### src/rtl/irqc_pkg.sv
// Shared constants, types and priority helpers for the interrupt controller.
// Assumes a power-of-two line count so that levels wrap with plain arithmetic.
package irqc_pkg;
    localparam int LVL_W  = 3;
    localparam int N_IRQ  = 2 ** LVL_W;
    localparam int DATA_W = 8;
    localparam int BASE_W = DATA_W - LVL_W;

    typedef enum logic [1:0] {ST_READY, ST_W2, ST_W3, ST_W4} init_st_t;

    // Returns {found, level} of the highest-priority set bit; priority starts just above 'low'.
    function automatic logic [LVL_W:0] pick_top(input logic [N_IRQ-1:0] v,
                                                input logic [LVL_W-1:0] low);
        logic [LVL_W-1:0] l;
        logic [LVL_W:0]   res;
        res = '0;
        for (int k = N_IRQ - 1; k >= 0; k--) begin
            l = low + LVL_W'(k + 1);
            if (v[l]) res = {1'b1, l};
        end
        return res;
    endfunction

    // Rank of a level, 0 being the highest priority.
    function automatic logic [LVL_W-1:0] rank_of(input logic [LVL_W-1:0] lvl,
                                                 input logic [LVL_W-1:0] low);
        logic [LVL_W-1:0] r;
        r = lvl - low - 1'b1;
        return r;
    endfunction
endpackage

### src/rtl/irqc_req.sv
// Request register: one latch per line, edge- or level-sensitive.
// Assumes irq_in is synchronous to clk. A new edge wins over a same-cycle acknowledge clear.
module irqc_req #(
    parameter int N = 8
) (
    input  logic         clk,
    input  logic         rst_n,
    input  logic         clr_all,
    input  logic         level_mode,
    input  logic [N-1:0] irq_in,
    input  logic [N-1:0] ack_clr,
    output logic [N-1:0] irr
);
    logic [N-1:0] prev_q;

    for (genvar i = 0; i < N; i++) begin : g_line
        // Track the input and update the request bit of line i.
        always_ff @(posedge clk) begin
            if (!rst_n) begin
                prev_q[i] <= 1'b0;
                irr[i]    <= 1'b0;
            end else begin
                prev_q[i] <= irq_in[i];
                if (clr_all)                         irr[i] <= 1'b0;
                else if (level_mode)                 irr[i] <= irq_in[i];
                else if (irq_in[i] && !prev_q[i])    irr[i] <= 1'b1;
                else if (ack_clr[i])                 irr[i] <= 1'b0;
            end
        end
    end


    edge_clear_chk: assert property (@(posedge clk) disable iff (!rst_n)
        (!level_mode && !clr_all && (ack_clr & ~(irq_in & ~prev_q)) != '0)
        |=> (($past(ack_clr) & ~$past(irq_in & ~prev_q)) & irr) == '0);
endmodule

### src/rtl/irqc_regs.sv
// Register port: setup sequencer, mask, mode bits and command decode.
// Assumes wr_en is a one-cycle strobe. Commands are taken only after setup completes.
module irqc_regs
    import irqc_pkg::*;
(
    input  logic              clk,
    input  logic              rst_n,
    input  logic              addr,
    input  logic              wr_en,
    input  logic [DATA_W-1:0] wdata,
    output logic              setup_o,
    output logic              level_mode,
    output logic              aeoi,
    output logic              rot_aeoi,
    output logic              smm,
    output logic              rd_isr,
    output logic [BASE_W-1:0] base,
    output logic [N_IRQ-1:0]  imr,
    output logic              eoi_o,
    output logic              eoi_specific,
    output logic              eoi_rotate,
    output logic              setpri_o,
    output logic [LVL_W-1:0]  cmd_lvl
);
    init_st_t st;
    logic     single_q, want4_q;
    logic     is_cmd2, is_cmd3;

    // Decode the kind of address-0 write.
    always_comb begin
        setup_o = wr_en && !addr && wdata[4];
        is_cmd2 = wr_en && !addr && (wdata[4:3] == 2'b00) && (st == ST_READY);
        is_cmd3 = wr_en && !addr && (wdata[4:3] == 2'b01) && (st == ST_READY);
    end

    // Operation command fields go straight to the in-service logic.
    always_comb begin
        eoi_o        = is_cmd2 && wdata[5];
        eoi_specific = wdata[6];
        eoi_rotate   = wdata[7];
        setpri_o     = is_cmd2 && (wdata[7:5] == 3'b110);
        cmd_lvl      = wdata[LVL_W-1:0];
    end

    // Setup sequencer and programmable state.
    always_ff @(posedge clk) begin
        if (!rst_n) begin
            st <= ST_READY; single_q <= 1'b1; want4_q <= 1'b0;
            level_mode <= 1'b0; aeoi <= 1'b0; rot_aeoi <= 1'b0;
            smm <= 1'b0; rd_isr <= 1'b0; base <= '0; imr <= '0;
        end else if (setup_o) begin
            st <= ST_W2; level_mode <= wdata[3];
            single_q <= wdata[1]; want4_q <= wdata[0];
            aeoi <= 1'b0; rot_aeoi <= 1'b0; smm <= 1'b0; rd_isr <= 1'b0; imr <= '0;
        end else if (wr_en && addr) begin
            unique case (st)
                ST_W2: begin
                    base <= wdata[DATA_W-1:LVL_W];
                    st   <= !single_q ? ST_W3 : (want4_q ? ST_W4 : ST_READY);
                end
                ST_W3:    st <= want4_q ? ST_W4 : ST_READY;
                ST_W4: begin
                    aeoi <= wdata[1];
                    st   <= ST_READY;
                end
                default:  imr <= wdata;
            endcase
        end else if (is_cmd2) begin
            if (wdata[6:5] == 2'b00) rot_aeoi <= wdata[7];
        end else if (is_cmd3) begin
            if (wdata[6]) smm    <= wdata[5];
            if (wdata[1]) rd_isr <= wdata[0];
        end
    end


    skip_third_chk: assert property (@(posedge clk) disable iff (!rst_n)
        (st == ST_W2 && wr_en && addr && !setup_o && single_q) |=> (st != ST_W3));
endmodule

### src/rtl/irqc_prio.sv
// Priority resolver: picks the winning request and decides whether it may interrupt.
// Purely combinational; assumes the lowest-priority level is given explicitly.
module irqc_prio
    import irqc_pkg::*;
(
    input  logic [N_IRQ-1:0] irr,
    input  logic [N_IRQ-1:0] imr,
    input  logic [N_IRQ-1:0] isr,
    input  logic [LVL_W-1:0] low_lvl,
    input  logic             smm,
    output logic             eligible,
    output logic [LVL_W-1:0] win_lvl,
    output logic             isr_any,
    output logic [LVL_W-1:0] isr_top
);
    logic [N_IRQ-1:0] pend;
    logic             win_found;

    // Rank pending lines and in-service lines, then compare.
    always_comb begin
        pend = smm ? (irr & ~imr & ~isr) : (irr & ~imr);
        {win_found, win_lvl} = pick_top(pend, low_lvl);
        {isr_any, isr_top}   = pick_top(isr, low_lvl);
        eligible = win_found &&
                   (smm || !isr_any || (rank_of(win_lvl, low_lvl) < rank_of(isr_top, low_lvl)));
    end
endmodule

### src/rtl/irq_ctrl8.sv
// Eight-line programmable interrupt controller top level.
// Holds the in-service register and priority rotation; assumes ack is a one-cycle pulse.
module irq_ctrl8
    import irqc_pkg::*;
(
    input  logic              clk,
    input  logic              rst_n,
    input  logic [N_IRQ-1:0]  irq_in,
    input  logic              addr,
    input  logic              wr_en,
    input  logic              rd_en,
    input  logic [DATA_W-1:0] wdata,
    input  logic              ack,
    output logic [DATA_W-1:0] rdata,
    output logic              int_out
);
    logic              setup, level_mode, aeoi, rot_aeoi, smm, rd_isr;
    logic [BASE_W-1:0] base;
    logic [N_IRQ-1:0]  imr, irr, isr, ack_clr;
    logic              eoi, eoi_specific, eoi_rotate, setpri;
    logic [LVL_W-1:0]  cmd_lvl, low_lvl, win_lvl, isr_top, eoi_tgt;
    logic              eligible, isr_any, take;

    irqc_regs u_regs (
        .clk, .rst_n, .addr, .wr_en, .wdata,
        .setup_o(setup), .level_mode, .aeoi, .rot_aeoi, .smm, .rd_isr, .base, .imr,
        .eoi_o(eoi), .eoi_specific, .eoi_rotate, .setpri_o(setpri), .cmd_lvl
    );

    irqc_req #(.N(N_IRQ)) u_req (
        .clk, .rst_n, .clr_all(setup), .level_mode, .irq_in, .ack_clr, .irr
    );

    irqc_prio u_prio (
        .irr, .imr, .isr, .low_lvl, .smm,
        .eligible, .win_lvl, .isr_any, .isr_top
    );

    // Acknowledge qualification and end-of-service target.
    always_comb begin
        take    = ack && eligible;
        ack_clr = take ? (N_IRQ'(1) << win_lvl) : '0;
        eoi_tgt = eoi_specific ? cmd_lvl : isr_top;
        int_out = eligible;
    end

    // In-service register and lowest-priority level.
    always_ff @(posedge clk) begin
        if (!rst_n || setup) begin
            isr     <= '0;
            low_lvl <= LVL_W'(N_IRQ - 1);
        end else begin
            if (eoi && (eoi_specific || isr_any)) begin
                isr[eoi_tgt] <= 1'b0;
                if (eoi_rotate) low_lvl <= eoi_tgt;
            end
            if (setpri) low_lvl <= cmd_lvl;
            if (take && !aeoi) isr[win_lvl] <= 1'b1;
            if (take && aeoi && rot_aeoi) low_lvl <= win_lvl;
        end
    end

    // Read mux: vector while acknowledging, else the selected register.
    always_comb begin
        if (ack)         rdata = {base, win_lvl};
        else if (!rd_en) rdata = '0;
        else if (addr)   rdata = imr;
        else if (rd_isr) rdata = isr;
        else             rdata = irr;
    end


    no_resignal_chk: assert property (@(posedge clk) disable iff (!rst_n)
        int_out |-> !isr[win_lvl]);

    mask_block_chk: assert property (@(posedge clk) disable iff (!rst_n)
        int_out |-> !imr[win_lvl]);

    aeoi_hold_chk: assert property (@(posedge clk) disable iff (!rst_n)
        (take && aeoi && !eoi && !setup) |=> (isr == $past(isr)));

    one_set_chk: assert property (@(posedge clk) disable iff (!rst_n)
        $countones(isr & ~$past(isr)) <= 1);
endmodule

### config.mk
export PLATFORM = sky130hd
export DESIGN_NAME = irq_ctrl8
export DESIGN_NICKNAME = d
export VERILOG_FILES = /design/src/rtl/irqc_pkg.sv /design/src/rtl/irqc_req.sv /design/src/rtl/irqc_regs.sv /design/src/rtl/irqc_prio.sv /design/src/rtl/irq_ctrl8.sv
export SDC_FILE = /design/constraint.sdc
export NUM_CORES = 1
export LEC_CHECK = 0
export BUFFER_PORTS_ARGS = -buffer_cell sky130_fd_sc_hd__clkbuf_2
export CAP_MARGIN = 20
export CORE_MARGIN = 2
export CORE_UTILIZATION = 63
export CTS_BUF_LIST = sky130_fd_sc_hd__clkbuf_8
export DETAILED_ROUTE_END_ITERATION = 10
export PLACE_DENSITY = 0.87
export SYNTH_ARGS = -nofsm -noshare
export SYNTH_HDL_FRONTEND = slang
export SYNTH_HIERARCHICAL = 1
export SYNTH_SLANG_ARGS = --single-unit
export TNS_END_PERCENT = 20
### constraint.sdc
create_clock -name clk -period 5.8 [get_ports clk]
set_input_delay 1.16 -clock clk [delete_from_list [all_inputs] [get_ports clk]]
set_output_delay 1.16 -clock clk [all_outputs]
set_load 0.005 [all_outputs]
==> results.md <==
- Run status: completed
- Maximum clock rate: 0.177 GHz
- Count of buffers from port buffering: 30
- Largest family of logic cells by synthesized area: simple AND/OR/NAND/NOR gates
- Latest clock arrival within the worst-skew pair: 310 ps
- Hold slack final: 503 ps
- Synthesized-area fraction occupied by ao, oa, aoi and oai cells: 20.7%
- Max_cap viols: 0
- Worst reg2reg path startpoint: u_regs/smm$_SDFFE_PP0P_
- Req. time, crit path: 4640 ps
- Yosys reg bits: 49
- Most frequent cells after synthesis: 70 x sky130_fd_sc_hd__nand2_1, 54 x sky130_fd_sc_hd__nor2_1, 49 x sky130_fd_sc_hd__dfxtp_1
- Multiplexer share of the synthesized area: 17.7%
- Vias after detailed routing: 4174
- Layout-stage area growth over the synthesis result: 5.65%
- Syn avg cell area: 8.27 um^2
- Net switching component of the power: 0.000389 W
- CTS H-tree depth: 2
- Final period utilization: 97.5%
- Setup TNS Final: 0 ps
- Hpwl dp: 8.88 mm
- Type of origin of the critical path: register
- Leading cell type by number of instances after synthesis: sky130_fd_sc_hd__nand2_1
- Critical path arrival: 4500 ps
- Antenna Cells: 0
- Full die area: 7600 um^2
- GR met1 Demand/Resource: 40.7%
- Cell-internal power: 0.000617 W
- CP Depth: 17
- Hold depth: 2
- Clock root buffer master: sky130_fd_sc_hd__clkbuf_8
- Max transition margin: 39.5%
- Yosys warnings: 6
- # nets final: 584
- Weighted congestion at the end of routability-driven global placement: 0.928
- Number of enable flip-flop cells after synthesis: 0
- Final WL: 11.8 mm
- Clock buffer depth: 2
- CTS tree: yes
- Die width: 87.2 um
- Met3 GRT Util: 4.27%
- FF-to-FF path depth: 19
- Sequential fraction of the synthesis area: 22.5%
- Total GRT Usage: 31.9%
- Class of the worst hold path: register to register
- Critical path peak fanout: 10
- Number of buffers created by CTS: 5
- Die H: 87.2 um
- Global-route layer with the greatest usage: met2
- Final instance area: 4610 um^2
- Final setup margin: 144 ps
- Biggest area consumer among synthesized cells: sky130_fd_sc_hd__dfxtp_1
- Violation count after the first detailed-route iteration: 324
- Critical path startpoint: u_regs/smm$_SDFFE_PP0P_
- Seq pwr share: 37.6%
- Xor and xnor fraction of the mapped netlist area: 1.61%
- Clock sink count: 49
- Clock period minus worst slack: 5660 ps
- Synthesized Nets: 562
- Number of cell rows: 30
- Power density over the cells: 218 nW/um^2
- GR Util met2: 54.8%
- Element type at the critical path end: primary output
- Largest net degree at the start of global routing: 25
- Placeable core region: 6760 um^2
- Cell area after placement: 4470 um^2
- Post-synthesis instance total: 527
- Worst path top cell family by delay: compound AO/OA/AOI/OAI gates
- Initial core utilization: 64.5%
- Vias/cell: 6.63
- Top area cells in the synthesized netlist: sky130_fd_sc_hd__dfxtp_1 23%, sky130_fd_sc_hd__mux2i_1 8.7%, sky130_fd_sc_hd__mux4_2 6.7%, sky130_fd_sc_hd__nand2_1 6.0%, sky130_fd_sc_hd__a21oi_1 4.8%
- Simple-gate area share of the yosys netlist: 25.2%
- Count of final hold-check violations: 0
- Cells along the critical path: nand2_1 > and3b_1 > mux4_1 > mux2i_1 > o21ai_0 > a21boi_0 > o21ai_0 > o2bb2ai_1 > ha_1 > fa_1 > xor2_1 > xnor2_1 > ha_1 > a21oi_1 > nor2_1 > a21oi_2 > clkbuf_2
- Area share of the leading cell type in the synthesized netlist: 22.5%
- VDD IR max: 0.000215 V
- Cell with the largest stage delay on the worst path: sky130_fd_sc_hd__mux4_1
- Post-Synth Adder-Cell Area: 4.08%
- Final max-slew violation count: 0
- Count of cell types in the netlist: 77
- Clock Skews: 7.45 ps
- Proportion of synthesized flip-flops having asynchronous set or reset: 0%
- Top FF cell, synth: sky130_fd_sc_hd__dfxtp_1
- Wire length per cell: 18.8 um
- Number of global-route vias before repair: 3922
- Synthesized cell area: 4360 um^2
- First-pass GRT wire length: 19.1 mm
- Clock edge transition at the registers on the reported setup and hold paths: 90 ps
- Detailed-routing iteration count for the pre-antenna-repair pass: 5
- Filler cell count: 530
- Number of antenna violations at the first check in global routing: 0
- Share of final-layout standard cells stronger than drive strength 1: 18.9%
- Proportion of total power due to net switching: 38.7%
- Buf/Inv on CP: 1
- Slew at the pin closest to its max-slew limit: 899 ps
- Crit Path Class: register to primary output
- Remaining design rule violation count: 0
- I/O pin count: 31
- Share of power burned in the clock network: 21.8%
- Final antenna-violating net count: 0
- Hold wc startpoint: u_regs/rot_aeoi$_SDFFE_PP0P_
- Final setup violation count: 0
- Largest stage delay on the critical path: 600 ps
- Remaining global-route overflow: 0
- Leakage: 1.93 nW
- Worst slack after detailed placement: 267 ps
- Share of total power in combinational logic: 40.5%
## stage by stage
| stage | util (%) | instances | total power, W |
|---|---|---|---|
| after floorplan | - | 527 | 0.000660 |
| after global placement | 66.2 | 621 | 0.000753 |
| after detailed placement | 66.2 | 621 | 0.000768 |
| after CTS | 67.7 | 629 | 0.000983 |
| after global routing | 68.2 | 630 | 0.00106 |
| final | 68.2 | 630 | 0.00101 |
## timing repair
item                                    CTS  global route
buffers inserted                          0             1
gates cloned                              0             0
hold buffers                              0             0
pin swaps                                 0             1
resized for setup                         2             6
endpoints found under the setup margin    1             1
## cell families after synthesis
logic type,Yosys count
flops,49
xor+xnor,8
buf+inv,57
fa+ha+maj,13
compound gates,131
simple gates,212
mux,57
## power by group through the flow
stage | registers, W | logic, W | clock network [W]
after global routing | 0.000381 | 0.000443 | 0.000235
after CTS | 0.000377 | 0.000387 | 0.000219
final | 0.000378 | 0.000408 | 0.000220
after detailed placement | 0.000384 | 0.000383 | 0
after global placement | 0.000383 | 0.000370 | 0
after floorplan | 0.000378 | 0.000283 | 0
## cells in the final DEF (no fill, tap or decap), drive strengths merged, types with 5 or more instances in the layout
cell    count
mux4       15
a32o        8
nor3       10
nand2      73
nand3      12
clkbuf     35
nor2       54
buf        19
mux2i      38
nand3b      9
nand2b      9
and3b       9
and2       10
xnor2       5
dfxtp      49
nor2b      11
a21oi      42
o211ai      5
inv        26
o21ai      34
ha         11
## routing by layer
layer  share of wire [%]  vias to the layer above
li1                    -                     1947
met1                  40                     1969
met2                  50                      224
met3                 6.6                       34
met4                 3.2                        0
met5                   0                        -
## registers in the layout (all words and copies together), names as in the netlist, 2 cells and up
name / flops
u_req/irr: 8
u_regs/base: 5
u_req/prev_q: 8
low_lvl: 3
isr: 8
u_regs/imr: 8
u_regs/st: 2
## area by class of cell
cell class,count,area [um^2],share of cell area (%)
multi-input cells,421,3040,66.1
well taps,80,100,2.17
flip-flops and latches,49,982,21.3
clock buffers,5,68.8,1.49
inverters,23,86.3,1.87
clock inverters,3,28.8,0.625
repair buffers,49,297,6.44
## path summary, 6_finish.rpt
| kind | end | slack, ps |
|---|---|---|
| setup / recovery | int_out | 140 |
| hold / removal | u_regs/rot_aeoi$_SDFFE_PP0P_ | 500 |
| setup reg to reg | isr[4]$_SDFF_PP0_ | 710 |
| hold reg to reg | u_regs/rot_aeoi$_SDFFE_PP0P_ | 500 |
## worst min-delay path, cell delays in order (launching register included)
cell	delay (ps)
sky130_fd_sc_hd__dfxtp_1	350
sky130_fd_sc_hd__o41ai_2	60
sky130_fd_sc_hd__a21oi_1	60
Power figures use the tool's default switching activity.
